File: config.mk
export PLATFORM = sky130hd
export DESIGN_NAME = desc_walker
export DESIGN_NICKNAME = d
export VERILOG_FILES = /design/src/rtl/dw_pkg.sv /design/src/rtl/dw_fetch.sv /design/src/rtl/dw_decode.sv /design/src/rtl/desc_walker.sv
export SDC_FILE = /design/constraint.sdc
export NUM_CORES = 1
export LEC_CHECK = 0
export CAP_MARGIN = 10
export CORE_UTILIZATION = 51
export DETAILED_ROUTE_END_ITERATION = 10
export PLACE_DENSITY = 0.8
export SYNTH_ARGS = -nofsm -noshare
export SYNTH_HDL_FRONTEND = slang
export SYNTH_SLANG_ARGS = --single-unit
File: constraint.sdc
create_clock -name clk_i -period 3.8 [get_ports clk_i]
set_input_delay 0.76 -clock clk_i [delete_from_list [all_inputs] [get_ports clk_i]]
set_output_delay 0.76 -clock clk_i [all_outputs]
set_load 0.01 [all_outputs]
File: src/rtl/dw_pkg.sv
package dw_pkg;
  localparam int DW      = 32;
  localparam int SW      = 13;
  localparam int WORDS   = 4;
  localparam int LENW    = $clog2(WORDS + 1);
  localparam int OWN_BIT = 31;
  localparam int EOR_BIT = 21;
  localparam int SZ1_LSB = 0;
  localparam int SZ2_LSB = 16;
  localparam int DESC_BYTES = WORDS * (DW / 8);

  typedef logic [WORDS-1:0][DW-1:0] desc_words_t;

  typedef struct packed {
    logic [SW-1:0] size1;
    logic [SW-1:0] size2;
    logic [DW-1:0] buf1;
    logic [DW-1:0] buf2;
    logic [DW-1:0] next_addr;
    logic [DW-1:0] word0;
  } desc_info_t;

  typedef enum logic [2:0] {
    ST_IDLE, ST_FETCH, ST_BUF1, ST_BUF2, ST_WB, ST_SUSP
  } walk_state_t;
endpackage

File: src/rtl/dw_fetch.sv
module dw_fetch
  import dw_pkg::*;
#(
  parameter int LW = 6
) (
  input  logic            clk_i,
  input  logic            rst_ni,
  input  logic            go_i,
  input  logic [DW-1:0]   addr_i,
  input  logic [LW-1:0]   lim_i,
  output logic            rd_req_o,
  output logic [DW-1:0]   rd_addr_o,
  output logic [LENW-1:0] rd_len_o,
  input  logic            rd_gnt_i,
  input  logic            rd_valid_i,
  input  logic [DW-1:0]   rd_data_i,
  output desc_words_t     words_o,
  output logic            done_o
);
  localparam int IW = $clog2(WORDS);

  logic [LENW-1:0] cnt_q, outst_q, eff_lim, left;
  desc_words_t     words_q;

  always_comb begin
    if (lim_i == '0)                 eff_lim = LENW'(1);
    else if (lim_i >= LW'(WORDS))    eff_lim = LENW'(WORDS);
    else                             eff_lim = lim_i[LENW-1:0];
  end

  assign left      = LENW'(WORDS) - cnt_q;
  assign rd_len_o  = (eff_lim < left) ? eff_lim : left;
  assign rd_req_o  = go_i && (cnt_q < LENW'(WORDS)) && (outst_q == '0);
  assign rd_addr_o = addr_i + DW'({cnt_q, 2'b00});
  assign done_o    = go_i && (cnt_q == LENW'(WORDS));
  assign words_o   = words_q;

  always_ff @(posedge clk_i or negedge rst_ni) begin
    if (!rst_ni) begin
      cnt_q   <= '0;
      outst_q <= '0;
      words_q <= '0;
    end else if (!go_i) begin
      cnt_q   <= '0;
      outst_q <= '0;
    end else if (rd_req_o && rd_gnt_i) begin
      outst_q <= rd_len_o;
    end else if (rd_valid_i && outst_q != '0) begin
      words_q[cnt_q[IW-1:0]] <= rd_data_i;
      cnt_q   <= cnt_q + LENW'(1);
      outst_q <= outst_q - LENW'(1);
    end
  end
endmodule

File: src/rtl/dw_decode.sv
module dw_decode
  import dw_pkg::*;
(
  input  desc_words_t   words_i,
  input  logic          chain_i,
  input  logic [DW-1:0] cur_i,
  input  logic [DW-1:0] base_i,
  output desc_info_t    info_o
);
  logic eor;
  logic unused_w1;

  assign eor       = words_i[0][EOR_BIT];
  assign unused_w1 = ^words_i[1];

  always_comb begin
    info_o.word0 = words_i[0];
    info_o.size1 = words_i[1][SZ1_LSB +: SW];
    info_o.size2 = chain_i ? '0 : words_i[1][SZ2_LSB +: SW];
    info_o.buf1  = words_i[2];
    info_o.buf2  = words_i[3];
    if (chain_i)  info_o.next_addr = words_i[3];
    else if (eor) info_o.next_addr = base_i;
    else          info_o.next_addr = cur_i + DW'(DESC_BYTES);
  end
endmodule

File: src/rtl/desc_walker.sv
module desc_walker
  import dw_pkg::*;
#(
  parameter int LW = 6
) (
  input  logic            clk_i,
  input  logic            rst_ni,
  input  logic [31:0]     base_addr_i,
  input  logic            chain_mode_i,
  input  logic [LW-1:0]   burst_lim_i,
  input  logic            start_i,
  input  logic            stop_i,
  input  logic            poll_i,
  output logic            rd_req_o,
  output logic [31:0]     rd_addr_o,
  output logic [2:0]      rd_len_o,
  input  logic            rd_gnt_i,
  input  logic            rd_valid_i,
  input  logic [31:0]     rd_data_i,
  output logic            buf_valid_o,
  output logic [31:0]     buf_addr_o,
  output logic [12:0]     buf_size_o,
  input  logic            buf_ready_i,
  output logic            wr_req_o,
  output logic [31:0]     wr_addr_o,
  output logic [31:0]     wr_data_o,
  input  logic            wr_gnt_i,
  output logic            running_o,
  output logic            suspended_o
);
  walk_state_t   state_q;
  logic [DW-1:0] base_q, cur_q;
  logic          chain_q, stop_q;
  logic [LW-1:0] lim_q;
  desc_info_t    info_q, dec;
  desc_words_t   words;
  logic          fetch_done;

  dw_fetch #(.LW(LW)) u_fetch (
    .clk_i      (clk_i),
    .rst_ni     (rst_ni),
    .go_i       (state_q == ST_FETCH),
    .addr_i     (cur_q),
    .lim_i      (lim_q),
    .rd_req_o   (rd_req_o),
    .rd_addr_o  (rd_addr_o),
    .rd_len_o   (rd_len_o),
    .rd_gnt_i   (rd_gnt_i),
    .rd_valid_i (rd_valid_i),
    .rd_data_i  (rd_data_i),
    .words_o    (words),
    .done_o     (fetch_done)
  );

  dw_decode u_decode (
    .words_i (words),
    .chain_i (chain_q),
    .cur_i   (cur_q),
    .base_i  (base_q),
    .info_o  (dec)
  );

  always_ff @(posedge clk_i or negedge rst_ni) begin
    if (!rst_ni) begin
      state_q <= ST_IDLE;
      base_q  <= '0;
      cur_q   <= '0;
      chain_q <= 1'b0;
      lim_q   <= '0;
      stop_q  <= 1'b0;
      info_q  <= '0;
    end else begin
      if (stop_i && state_q != ST_IDLE) stop_q <= 1'b1;
      unique case (state_q)
        ST_IDLE: begin
          stop_q <= 1'b0;
          if (start_i) begin
            base_q  <= base_addr_i;
            cur_q   <= base_addr_i;
            chain_q <= chain_mode_i;
            lim_q   <= burst_lim_i;
            state_q <= ST_FETCH;
          end
        end
        ST_FETCH: if (fetch_done) begin
          info_q  <= dec;
          state_q <= dec.word0[OWN_BIT] ? ST_BUF1 : ST_SUSP;
        end
        ST_BUF1: if (buf_ready_i)
          state_q <= (info_q.size2 != '0) ? ST_BUF2 : ST_WB;
        ST_BUF2: if (buf_ready_i) state_q <= ST_WB;
        ST_WB: if (wr_gnt_i) begin
          cur_q   <= info_q.next_addr;
          state_q <= (stop_q || stop_i) ? ST_IDLE : ST_FETCH;
        end
        ST_SUSP: begin
          if (stop_q || stop_i) state_q <= ST_IDLE;
          else if (poll_i)      state_q <= ST_FETCH;
        end
        default: state_q <= ST_IDLE;
      endcase
    end
  end

  assign buf_valid_o = (state_q == ST_BUF1) || (state_q == ST_BUF2);
  assign buf_addr_o  = (state_q == ST_BUF2) ? info_q.buf2  : info_q.buf1;
  assign buf_size_o  = (state_q == ST_BUF2) ? info_q.size2 : info_q.size1;
  assign wr_req_o    = (state_q == ST_WB);
  assign wr_addr_o   = cur_q;
  assign wr_data_o   = info_q.word0 & ~(DW'(1) << OWN_BIT);
  assign running_o   = (state_q != ST_IDLE);
  assign suspended_o = (state_q == ST_SUSP);
endmodule

### After elaboration in Yosys (flattened, before gate mapping)

Index checks and enable logic that the tools add are counted.

| storage, ports and cells | value |
|---|---|
| input bits | 80 |
| word-level logic and storage cells | 100 |
| register bits after elaboration | 362 |
| output and inout port bits | 149 |

| cells by class | value |
|---|---|
| reductions and logical operators | 23 |
| order comparisons | 5 |
| $add $sub $neg | 5 |
| mux-type cells | 33 |
| eq/ne operators | 15 |
| bitwise gates (word level) | 1 |

Operator list:

| cell | number |
|---|---|
| $mux 32 | 6 |
| $bwmux 128 | 1 |
| $demux 32 s2 | 1 |
| $pmux 32 s2 | 1 |
| $mux 3 | 18 |
| $add 32x5->32 | 1 |
| $add 32x5->32 const B | 1 |
| $mux 13 | 2 |
| $pmux 3 s6 | 1 |
| $reduce_bool 13->1 | 1 |
| $ne 2x2->1 const B | 6 |
| $eq 3x3->1 const B | 3 |
| $logic_and 1x1->1 | 7 |
| $eq 3x2->1 const B | 2 |
| $ge 6x3->1 const B | 1 |
| $logic_not 3->1 | 2 |
| $logic_not 6->1 | 1 |
| $reduce_and 2->1 | 3 |
| $reduce_and 3->1 | 2 |
| $reduce_and 6->1 | 1 |
| $reduce_bool 3->1 | 2 |
| $reduce_bool 2->1 | 2 |
| $add 3x1->3 const B | 1 |
| $eq 3x1->1 const B | 1 |
| 12 further kinds | 15 |

### Longest topological paths before layout

Gate-level depths: netlist of run 1.

| depth | value |
|---|---|
| word-level depth | 7 |
| mapped depth | 9 |
| depth with buffers taken out | 9 |

### Modules after synthesis

A second synthesis of run 1 with hierarchy kept.

| second synthesis, totals | value |
|---|---|
| cells, all modules | 1421 |
| area, all modules | 18014.8 um2 |

By module, submodules not included:

| module | cells each | area each (um2) | instances | sequential area each (um2) |
|---|---|---|---|---|
| desc_walker | 675 | 9744.3 | 1 | 5705.5 |
| dw_fetch | 435 | 6150.9 | 1 | 3353.2 |
| dw_decode | 311 | 2119.5 | 1 | 0.0 |

### Worst setup path after synthesis of run 1

OpenSTA, ideal clock, no wires.

| path | value |
|---|---|
| kind | register -> output |
| from | register u_fetch.cnt_q[0] |
| to | output rd_addr_o[20] |
| data required time | 3040 ps |
| path slack | 733 ps |
| path buffers | 0 |
| data arrival time | 2307 ps |
| cell stages (with the launch flop) | 9 |
| path through | dfrtp_1 -> ha_1 -> inv_1 -> fa_1 -> nor2b_1 -> o2111ai_1 -> or3_1 -> nor3_1 -> xor2_1 |

| on the way | value |
|---|---|
| longest elaborated chain between the ends | 1 |

Ends and longest elaborated chain:

| what | line | RTL |
|---|---|---|
| start, declared | dw_fetch.sv:22 | `logic [LENW-1:0] cnt_q, outst_q, eff_lim, left;` |
| start signal, assigned | dw_fetch.sv:50 | `cnt_q <= cnt_q + LENW'(1);` |
| $add 32x5->32 | dw_fetch.sv:34 | `assign rd_addr_o = addr_i + DW'({cnt_q, 2'b00});` |
| end, declared | desc_walker.sv:15 | `output logic [31:0] rd_addr_o,` |

No other way between the ends.

### Worst setup path in the final report of run 1

| path | value |
|---|---|
| from | register u_fetch.cnt_q[0] |
| to | output rd_len_o[1] |

| on the way | value |
|---|---|
| longest elaborated chain between the ends | 3 |

Ends and longest elaborated chain:

| what | line | RTL |
|---|---|---|
| $sub 3x3->3 (*) | dw_fetch.sv:31 | `assign left = LENW'(WORDS) - cnt_q;` |
| $lt 3x3->1 | dw_fetch.sv:32 | `assign rd_len_o = (eff_lim < left) ? eff_lim : left;` |
| $mux 3 (*) | dw_fetch.sv:32 |  |
| end, declared | desc_walker.sv:16 | `output logic [2:0] rd_len_o,` |

Mark *: on every way between the ends. The rest lies on a longest branch, timed or not.

==> results of run 1 <==
## kinds of logic (layout without fill, tap and decap cells)
family,after synthesis,count (layout),synth area share (%)
simple gates,571,571,15.1
flops,356,356,54.2
mux,249,249,16.7
buf+inv,158,348,4.78
compound gates,142,142,5.06
xor+xnor,55,55,2.93
fa+ha+maj,15,15,1.19
other cells,1,3,0.0228
## where the power goes
part	internal, mW	switching (mW)	total, mW
registers	4.47	0.687	5.16
clock network	2.21	1.50	3.71
logic	1.73	1.61	3.34
## layer usage
layer / GRT usage, % / up-vias / share of wire [%]
met5: 0 / - / 0
met4: 11.6 / 0 / 3.6
met3: 3.63 / 86 / 4.4
met2: 42.8 / 346 / 49
met1: 35.1 / 6083 / 43
li1: - / 5473 / -
## flip-flops by register name (all words and copies together), names as in the netlist
register and flops:
wr_data_o 31, stop_q 1, state_q 3, wr_addr_o 32, lim_q 6, chain_q 1, info_q 122, u_fetch.words_o 122
u_fetch.cnt_q 3, base_q 32, u_fetch.outst_q 3
## synthesized netlist by cell type, drive strengths merged (3+ instances only)
cell	count
a21oi	34
a221oi	14
a31oi	3
and2	7
and3	12
and4	4
buf	87
clkbuf	49
dfrtp	356
ha	14
inv	22
mux2	204
mux2i	45
nand2	425
nand2b	3
nand3	16
nand3b	16
nand4	14
nor2	47
nor2b	4
nor3	8
nor4	5
o21ai	61
o22ai	17
xnor2	24
xor2	31
## metrics by stage
step | instance area [µm²] | std cells | util [%] | setup slack, ps
final | 20100 | 2141 | 63.6 | 58.7
after global routing | 20100 | 2141 | 63.6 | -49.0
after CTS | 20100 | 2139 | 63.6 | 46.2
after global placement | 18800 | 2069 | 59.5 | 243
after detailed placement | 18800 | 2069 | 59.5 | 94.1
after floorplan | 16400 | 1547 | - | 733
## area by class of cell
cell class | count | area (µm²)
Timing Repair Buffer | 258 | 2560
Fill cell | 2472 | 11500
Clock buffer | 59 | 1140
Antenna cell | 2 | 5.00
Tap cell | 402 | 503
Multi-Input combinational cell | 1033 | 6810
Inverter | 22 | 82.6
Clock inverter | 9 | 114
Sequential cell | 356 | 8910
## worst max path at each step
stage | slack, ps | to | startpoint | cells after the start
CTS | 50 | rd_len_o[1] | u_fetch.cnt_q[0] | 10
detailed placement | 90 | rd_addr_o[20] | u_fetch.cnt_q[1] | 8
finish | 60 | rd_len_o[1] | u_fetch.cnt_q[0] | 10
global route | -50 | rd_len_o[1] | u_fetch.cnt_q[0] | 10
global placement | 240 | rd_addr_o[20] | wr_addr_o[2] | 9
floorplan | 730 | rd_addr_o[20] | u_fetch.cnt_q[0] | 8
## worst reg2reg max path, delay by kind of cell, from the launching register on
family / cells / cell delay (ps)
simple gates: 3 / 1470
flops: 1 / 610
mux: 1 / 580
## timing repair
action	in CTS	in global routing
gates resized for setup	23	4
buffers inserted	2	0
pin swaps	1	1
setup endpoints to repair	12	7
endpoints found under the hold margin	0	0
==> impl_metrics.tcl, run 1 <==
set metrics [dict create \
    launching_element_type_of_the_critical_path "flip-flop" \
    drc 0 \
    critical_path_class "reg2out" \
    timing.max_cap.violations 0 \
    drt_first_iter_violations 835 \
    finish.net_count 1804 \
    clock_tree_from_tritoncts "done" \
    first_pass_iters 5 \
    die_height_um 182 \
    max_slew_margin_pct 27.1 \
    cts_buffer_depth 3 \
    fin_worst_hold_slack_ps 229 \
    via_count_of_the_routed_design 11988 \
    timing.final.setup_violations 0 \
    remaining_antenna_violation_count_after_routing 0 \
    grt_start_max_net_pins 85 \
    netlist_instances 1547 \
    synth.avg_cell_area_um2 10.6 \
    synthDominantCellAreaShare_pct 54.2 \
    setup_repair_after_global_routing_missed_its_margin "yes" \
    syn_area_um2 16400 \
    synth-edff-count 0 \
    io_buffers 227 \
    cts_hold_repair.buffers 0 \
    clk_pin_slew_ps 60 \
    ctsRootBufferMaster "sky130_fd_sc_hd__clkbuf_16" \
    synth.lib_cells_used.distinct 57 \
    track_usage_pct 26.3 \
    ys_seq_elements 356 \
    cpLargestDelayFamily "adder cells" \
    placeableCoreArea_um2 31600 \
    r2r_endpoint "u_fetch.words_o[16]" \
    wirelength_um 42600 \
    endpoint_kind "output pin" \
    critical_path.max_stage_delay_ps 370 \
    clk-insertion-delay-late_ps 530 \
    most_frequent_cells_in_the_layout "419 x sky130_fd_sc_hd__nand2_1, 355 x sky130_fd_sc_hd__dfrtp_1, 215 x sky130_fd_sc_hd__clkdlybuf4s50_1" \
    grt_first_pass_wirelength_um 67400 \
    gp_congestion 0.878 \
    r2r_start "state_q[0]" \
    die_width_um 182 \
    cts.sink_count 356 \
    hold_violations 0 \
    cts-buffers-inserted 38 \
    ys_seq_area_share_pct 54.2 \
    drive_above_1_share_pct 18.1 \
    slowest_stage_cell_crit_path "sky130_fd_sc_hd__mux2_2" \
    pwr_total_mw 12.2 \
    detailed_place_hpwl_um 28400 \
    r2r.worst_path.cells 4 \
    floorplan.initialDensity_pct 51.9 \
    leakagePower_nw 9.74 \
    cp_data_arrival_time_ps 2980 \
    final_period_minus_worst_setup_slack_ps 3740 \
    highest_clock_frequency_the_design_can_meet_mhz 267 \
    critPathMaxFanout 6 \
    htree_num_levels 2 \
    finalClockSkew_ps 11.6 \
    final_max_slew_viol_count 0 \
    die_area_um2 32900 \
    drt-vias-per-instance 5.60 \
    layout_commonest_cell "sky130_fd_sc_hd__nand2_1" \
    critical_path.n_buffers_inverters 4 \
    syn_nets 1642 \
    worstMarginPinSlew_ps 1090 \
    hp-class "in2async" \
    global_route.overflow_total 0 \
    grt_pass1_vias 12229 \
    power.density_nw_per_um2 606 \
    io-pin-count 229 \
    antenna_found_initial 2 \
    worstPathRequired_ps 3040 \
    fp-row-count 65 \
    asyncSetResetFlopFracSynth_pct 100 \
    setup-tns-final_ps 0 \
    synth_top_flop_cell "sky130_fd_sc_hd__dfrtp_1" \
    crit_path_frequent_cell "sky130_fd_sc_hd__ha_1" \
    post_drt_wl_per_cell_um 19.9 \
    synth_top_cell_by_area "sky130_fd_sc_hd__dfrtp_1" \
    final.period_utilization_pct 98.5 \
    area_growth_pct 22.5 \
    run_status "finished clean" \
    synthesis.yosys.warnings 0 \
    netlist_top_cells_area "sky130_fd_sc_hd__dfrtp_1 54%, sky130_fd_sc_hd__mux2_2 14%, sky130_fd_sc_hd__nand2_1 9.6%, sky130_fd_sc_hd__mux2i_1 2.7%, sky130_fd_sc_hd__o21ai_0 1.9%" \
    crit_chain "buf_4, inv_1, ha_1, ha_1, ha_1, inv_2, nand2_1, o221ai_2, mux2_2, dlygate4sd2_1" \
    worst-r2r-setup-slack_ps 1020 \
    worst_ir_drop_vdd_v 0.000415 \
]
No activity file was read; power rests on OpenSTA's default activity.
==> run 2: changes to the inputs <==
--- a/config.mk
+++ b/config.mk
@@ -5,10 +5,12 @@
 export SDC_FILE = /design/constraint.sdc
 export NUM_CORES = 1
 export LEC_CHECK = 0
+export ABC_AREA = 1
 export CAP_MARGIN = 10
 export CORE_UTILIZATION = 51
 export DETAILED_ROUTE_END_ITERATION = 10
-export PLACE_DENSITY = 0.8
+export PLACE_DENSITY = 0.79
 export SYNTH_ARGS = -nofsm -noshare
 export SYNTH_HDL_FRONTEND = slang
+export SYNTH_HIERARCHICAL = 1
 export SYNTH_SLANG_ARGS = --single-unit
==> run 2 against run 1 <==
  * Maximum frequency rose by 1.2%
  * Register-to-register slack got worse by 60 ps
  * Non-clock buffer count is 6 higher
  * Die area increased by 15%
  * Synthesized area rose by 15%
  * Critical path depth is the same
  * Clock power is 2% higher
  * Sequential share of layout area down 3.3 points
  * Critical path type unchanged
==> impl_metrics.tcl, run 2 <==
set metrics [dict create \
    die_area_um2 37900 \
    setup.worst_path.start "wr_addr_o[2]" \
    run_status "finished clean" \
    synthesis.yosys.warnings 6 \
    clock_tree_from_tritoncts "done" \
    cp_data_arrival_time_ps 2940 \
    r2r_endpoint "state_q[2]" \
    final.period_utilization_pct 97.3 \
    hp-class "in2async" \
    dp_worst_setup_slack_ps 293 \
    remaining_antenna_violation_count_after_routing 0 \
    drt_first_iter_violations 1781 \
    finalClockSkew_ps 12.7 \
    synth.avg_cell_area_um2 7.50 \
    grt_first_pass_wirelength_um 88600 \
    critical_path_class "reg2out" \
    track_usage_pct 29.7 \
    r2r_start "state_q[2]" \
    netlist_instances 2523 \
    area_growth_pct 14.9 \
    pwr_total_mw 15.7 \
    placed_cell_area_um2 20400 \
    internal_portion_of_total_power_mw 9.38 \
    cts.sink_count 356 \
    final_max_slew_viol_count 0 \
    drive_above_1_share_pct 6.28 \
    via_count_of_the_routed_design 16627 \
    floorplan.initialDensity_pct 51.7 \
    power_switching_share_pct 40.2 \
    highest_clock_frequency_the_design_can_meet_mhz 271 \
    layout_commonest_cell "sky130_fd_sc_hd__nand2_1" \
    combPwrFrac_pct 39.1 \
    fp-row-count 70 \
    antenna_found_initial 2 \
    worst-r2r-setup-slack_ps 960 \
    io_buffers 227 \
    wirelength_um 55900 \
    clkPwrFrac_pct 24.2 \
    launching_element_type_of_the_critical_path "flip-flop" \
    first_pass_iters 6 \
    final_period_minus_worst_setup_slack_ps 3700 \
    power.density_nw_per_um2 720 \
    finish.net_count 2647 \
    placeableCoreArea_um2 36600 \
    dpl.cell_count 2978 \
    worst_slack_ps 104 \
    grt_pass1_vias 16241 \
    io-pin-count 229 \
    gp_congestion 0.905 \
    endpoint_kind "output pin" \
    final_instance_count_without_filler_cells 3050 \
    timing.final.setup_violations 0 \
    worstMarginPinSlew_ps 1080 \
    die_height_um 195 \
    most_frequent_cells_in_the_layout "1041 x sky130_fd_sc_hd__nand2_1, 356 x sky130_fd_sc_hd__dfrtp_1, 222 x sky130_fd_sc_hd__clkdlybuf4s50_1" \
    net-switching-power_mw 6.29 \
    ctsRootBufferMaster "sky130_fd_sc_hd__clkbuf_16" \
    setup-tns-final_ps 0 \
    leakagePower_nw 11.3 \
    r2r.worst_path.cells 13 \
    grt_start_max_net_pins 148 \
    syn_nets 2618 \
    post_drt_wl_per_cell_um 18.3 \
    drc 0 \
    timing.max_cap.violations 0 \
    max_slew_margin_pct 27.8 \
    drt-vias-per-instance 5.45 \
    detailed_place_hpwl_um 37600 \
    clk_pin_slew_ps 60 \
    setup_repair_after_global_routing_missed_its_margin "no" \
    htree_num_levels 2 \
    hold_violations 0 \
    syn_area_um2 18900 \
    endpoint "rd_addr_o[18]" \
    worst_ir_drop_vdd_v 0.000441 \
    critPathMaxFanout 5 \
    cts_buffer_depth 3 \
    worstPathRequired_ps 3040 \
    fin_area_um2 21800 \
    global_route.overflow_total 0 \
    clk-insertion-delay-late_ps 540 \
    share_seq_of_total_power_pct 36.7 \
    die_width_um 195 \
    cts-buffers-inserted 38 \
]
==> run 2: worst max-delay path: stages (launching register included) <==
cell,delay (ps)
sky130_fd_sc_hd__dfrtp_1,390
sky130_fd_sc_hd__ha_1,190
sky130_fd_sc_hd__inv_1,70
sky130_fd_sc_hd__fa_1,410
sky130_fd_sc_hd__inv_1,70
sky130_fd_sc_hd__nand2_1,80
sky130_fd_sc_hd__nand2_4,110
sky130_fd_sc_hd__nand3_4,120
sky130_fd_sc_hd__nor3_1,210
sky130_fd_sc_hd__xor2_1,190
sky130_fd_sc_hd__clkdlybuf4s50_1,560
==> run 2: layout make-up <==
cell class / count / area [µm²]
Tap cell: 468 / 586
Timing Repair Buffer: 264 / 2640
Sequential cell: 356 / 8910
Multi-Input combinational cell: 1754 / 7820
Inverter: 138 / 526
Antenna cell: 1 / 2.50
Clock inverter: 16 / 236
Fill cell: 3237 / 14900
Clock buffer: 53 / 1040
==> run 2: power groups by stage <==
stage / sequential, mW / clock [mW] / combinational, mW
2_1_floorplan: 5.61 / 0 / 4.07
3_3_place_gp: 5.74 / 0 / 5.91
3_5_place_dp: 5.77 / 0 / 6.04
4_1_cts: 5.73 / 3.83 / 6.08
5_1_grt: 5.87 / 3.97 / 6.78
6_report: 5.75 / 3.79 / 6.12
==> run 2: per-stage QoR <==
step	utilization (%)	hold slack, ps
after detailed placement	55.6	457
after global routing	59.4	311
final	59.4	261
after CTS	59.2	282
after floorplan	-	442
after global placement	55.6	454
==> run 2: worst min path at each step <==
stage,from,end,slack [ps],cells after the start
2_1_floorplan,lim_q[0],lim_q[0],440,2
3_3_place_gp,info_q[119],info_q[119],450,2
3_5_place_dp,wr_data_o[12],wr_data_o[12],460,2
4_1_cts,rst_ni,wr_data_o[18],280,1
5_1_grt,rst_ni,info_q[114],310,1
6_report,rst_ni,info_q[114],260,1
==> run 2: per-layer routing <==
layer	part of all wire [%]	GRT usage, %
met5	0.023	0
met1	41	40.1
met4	4.5	13.4
met2	46	46.5
met3	8.2	5.62
==> run 2: repair_timing <==
action / 4_1_cts / 5_1_grt
resized for setup: 9 / 14
buffers inserted: 0 / 1
pin swaps: 0 / 1
endpoints found under the hold margin: 0 / 0
endpoints found under the setup margin: 9 / 22
hold buffers: 0 / 0
==> run 3: changes to the inputs <==
--- a/config.mk
+++ b/config.mk
@@ -9,6 +9,7 @@
 export CAP_MARGIN = 10
 export CORE_UTILIZATION = 51
 export DETAILED_ROUTE_END_ITERATION = 10
+export GPL_ROUTABILITY_DRIVEN = 0
 export PLACE_DENSITY = 0.79
 export SYNTH_ARGS = -nofsm -noshare
 export SYNTH_HDL_FRONTEND = slang
==> run 3 against run 2 <==
  * Utilization up 0.12 points
  * Critical endpoint is now rd_addr_o[22]
  * Flip-flop and latch count unchanged
  * Combinational power up 1%
  * Wire length down 0.56%
  * First-iteration DRC count down 2.0%
  * Total power is 0.37% higher
  * Clock skew increased by 8.2 ps
  * Critical path type unchanged
==> impl_metrics.tcl, run 3 (synthesis gave the netlist of run 2 again) <==
set metrics [dict create \
    cts_hold_repair.buffers 0 \
    remaining_antenna_violation_count_after_routing 0 \
    critical_path.max_stage_delay_ps 550 \
    detailed_place_hpwl_um 37200 \
    cts_buffer_depth 3 \
    timing.final.setup_violations 0 \
    dr_wl_met3_um 4400 \
    r2r.worst_path.cells 8 \
    max_slew_margin_pct 17.3 \
    finalClockSkew_ps 20.9 \
    global_route.overflow_total 0 \
    path_depth 10 \
    die_width_um 195 \
    endpoint_kind "output pin" \
    r2r_endpoint "u_fetch/words_o[118]" \
    cts.sink_count 356 \
    io-pin-count 229 \
    worst-r2r-setup-slack_ps 1000 \
    worstMarginPinSlew_ps 1240 \
    r2r_start "state_q[2]" \
    drt_first_iter_violations 1746 \
    critPathMaxFanout 4 \
    grt_start_max_net_pins 109 \
    die_height_um 195 \
    final.period_utilization_pct 98.8 \
    via_count_of_the_routed_design 16869 \
    highest_clock_frequency_the_design_can_meet_mhz 266 \
    hp-class "in2async" \
    ctsRootBufferMaster "sky130_fd_sc_hd__clkbuf_16" \
    post_drt_wl_per_cell_um 18.2 \
    timing.max_cap.violations 0 \
    grt_first_pass_wirelength_um 88200 \
    clock_tree_from_tritoncts "done" \
    critical_path_class "reg2out" \
    drt-vias-per-instance 5.53 \
    fillers 3248 \
    layout_commonest_cell "sky130_fd_sc_hd__nand2_1" \
    endpoint "rd_addr_o[22]" \
    cpLargestDelayFamily "buffers and inverters" \
    route.met2.wl_um 25700 \
    launching_element_type_of_the_critical_path "flip-flop" \
    dpl.cell_count 2981 \
    final_max_slew_viol_count 0 \
    drc 0 \
    track_usage_pct 29.4 \
    most_frequent_cells_in_the_layout "1042 x sky130_fd_sc_hd__nand2_1, 356 x sky130_fd_sc_hd__dfrtp_1, 218 x sky130_fd_sc_hd__clkdlybuf4s50_1" \
    cp_data_arrival_time_ps 2990 \
    grt_pass1_vias 16357 \
    die_area_um2 37900 \
    crit_chain "ha_2, inv_1, fa_1, inv_1, nand2_1, nand2_4, nand2_1, nor3_2, xor2_1, clkdlybuf4s50_1" \
    hold_violations 0 \
    first_pass_iters 6 \
    io_buffers 227 \
    slowest_stage_cell_crit_path "sky130_fd_sc_hd__clkdlybuf4s50_1" \
    final_core_util_pct 59.6 \
    htree_num_levels 2 \
    clk-insertion-delay-late_ps 550 \
    worstPathRequired_ps 3040 \
    power.density_nw_per_um2 721 \
    antenna_found_initial 2 \
    maxUsedRoutingLayer "met5" \
    run_status "finished clean" \
    final_instance_count_without_filler_cells 3051 \
    wirelength_met1_um 22600 \
    area_growth_pct 15.2 \
    fp-row-count 70 \
    placeableCoreArea_um2 36600 \
    leakagePower_nw 11.4 \
    cts-buffers-inserted 39 \
    finish.net_count 2651 \
    worst_ir_drop_vdd_v 0.000569 \
    wirelength_um 55600 \
    clk_pin_slew_ps 60 \
    floorplan.initialDensity_pct 51.7 \
    final_period_minus_worst_setup_slack_ps 3750 \
    setup.worst_path.start "wr_addr_o[2]" \
    critical_path.n_buffers_inverters 3 \
    drive_above_1_share_pct 6.51 \
]
[run 3: worst register-to-register path: stages, from the launching register on]
cell and delay [ps]:
sky130_fd_sc_hd__dfrtp_1 460, sky130_fd_sc_hd__inv_2 130, sky130_fd_sc_hd__nand3_2 140, sky130_fd_sc_hd__inv_4 130, sky130_fd_sc_hd__buf_4 880, sky130_fd_sc_hd__nand4_2 240
sky130_fd_sc_hd__inv_2 520, sky130_fd_sc_hd__nand2_1 140, sky130_fd_sc_hd__nand2_1 100
[run 3: worst min path at each step]
stage                 from             endpoint  slack (ps)
2_1_floorplan     lim_q[0]             lim_q[0]         440
6_report            rst_ni          info_q[114]         270
3_5_place_dp   info_q[112]          info_q[112]         460
3_3_place_gp   info_q[104]          info_q[104]         450
5_1_grt             rst_ni          info_q[113]         340
4_1_cts             rst_ni  u_fetch/words_o[17]         320
[run 3: what timing repair did]
| item | in CTS | in global routing |
|---|---|---|
| resized for setup | 9 | 18 |
| endpoints found under the hold margin | 0 | 0 |
| endpoints found under the setup margin | 12 | 26 |
| pin swaps | 0 | 2 |
| setup buffers | 0 | 2 |
[run 3: layout make-up]
class                      instances  area, µm²  area share, %
tap                              468        586           2.69
antenna                            1       2.50         0.0115
multi-input combinational       1754       7820           35.9
clock inverter                     9        120          0.551
clock buffer                      58       1190           5.46
inverter                         138        526           2.41
timing repair buffer             267       2650           12.1
sequential                       356       8910           40.9
[run 3: routing by layer]
| layer | up-vias | GRT usage [%] |
|---|---|---|
| met5 | - | 0 |
| met4 | 2 | 14.5 |
| met3 | 198 | 5.43 |
| met2 | 809 | 46.5 |
| met1 | 8051 | 38.9 |
| li1 | 7809 | - |
[run 3: metrics by stage]
step                      worst slack (ps)  total power, mW  area (µm²)  setup TNS, ps  hold slack (ps)
after global routing                 -99.9             16.6       21800          -99.9              338
after global placement                 344             11.6       20400              0              453
final                                 45.6             15.7       21800              0              274
after CTS                           -0.283             15.7       21700         -0.283              319
after floorplan                       1140             9.68       18900              0              442
after detailed placement               284             11.8       20400              0              458
[run 3: power by group]
group,total (mW),leakage (nW),internal [mW],switching (mW)
Sequential,5.71,4.76,4.84,0.869
Combinational,6.18,6.03,2.31,3.87
Clock,3.84,0.644,2.31,1.53
Total,15.7,11.4,9.46,6.26
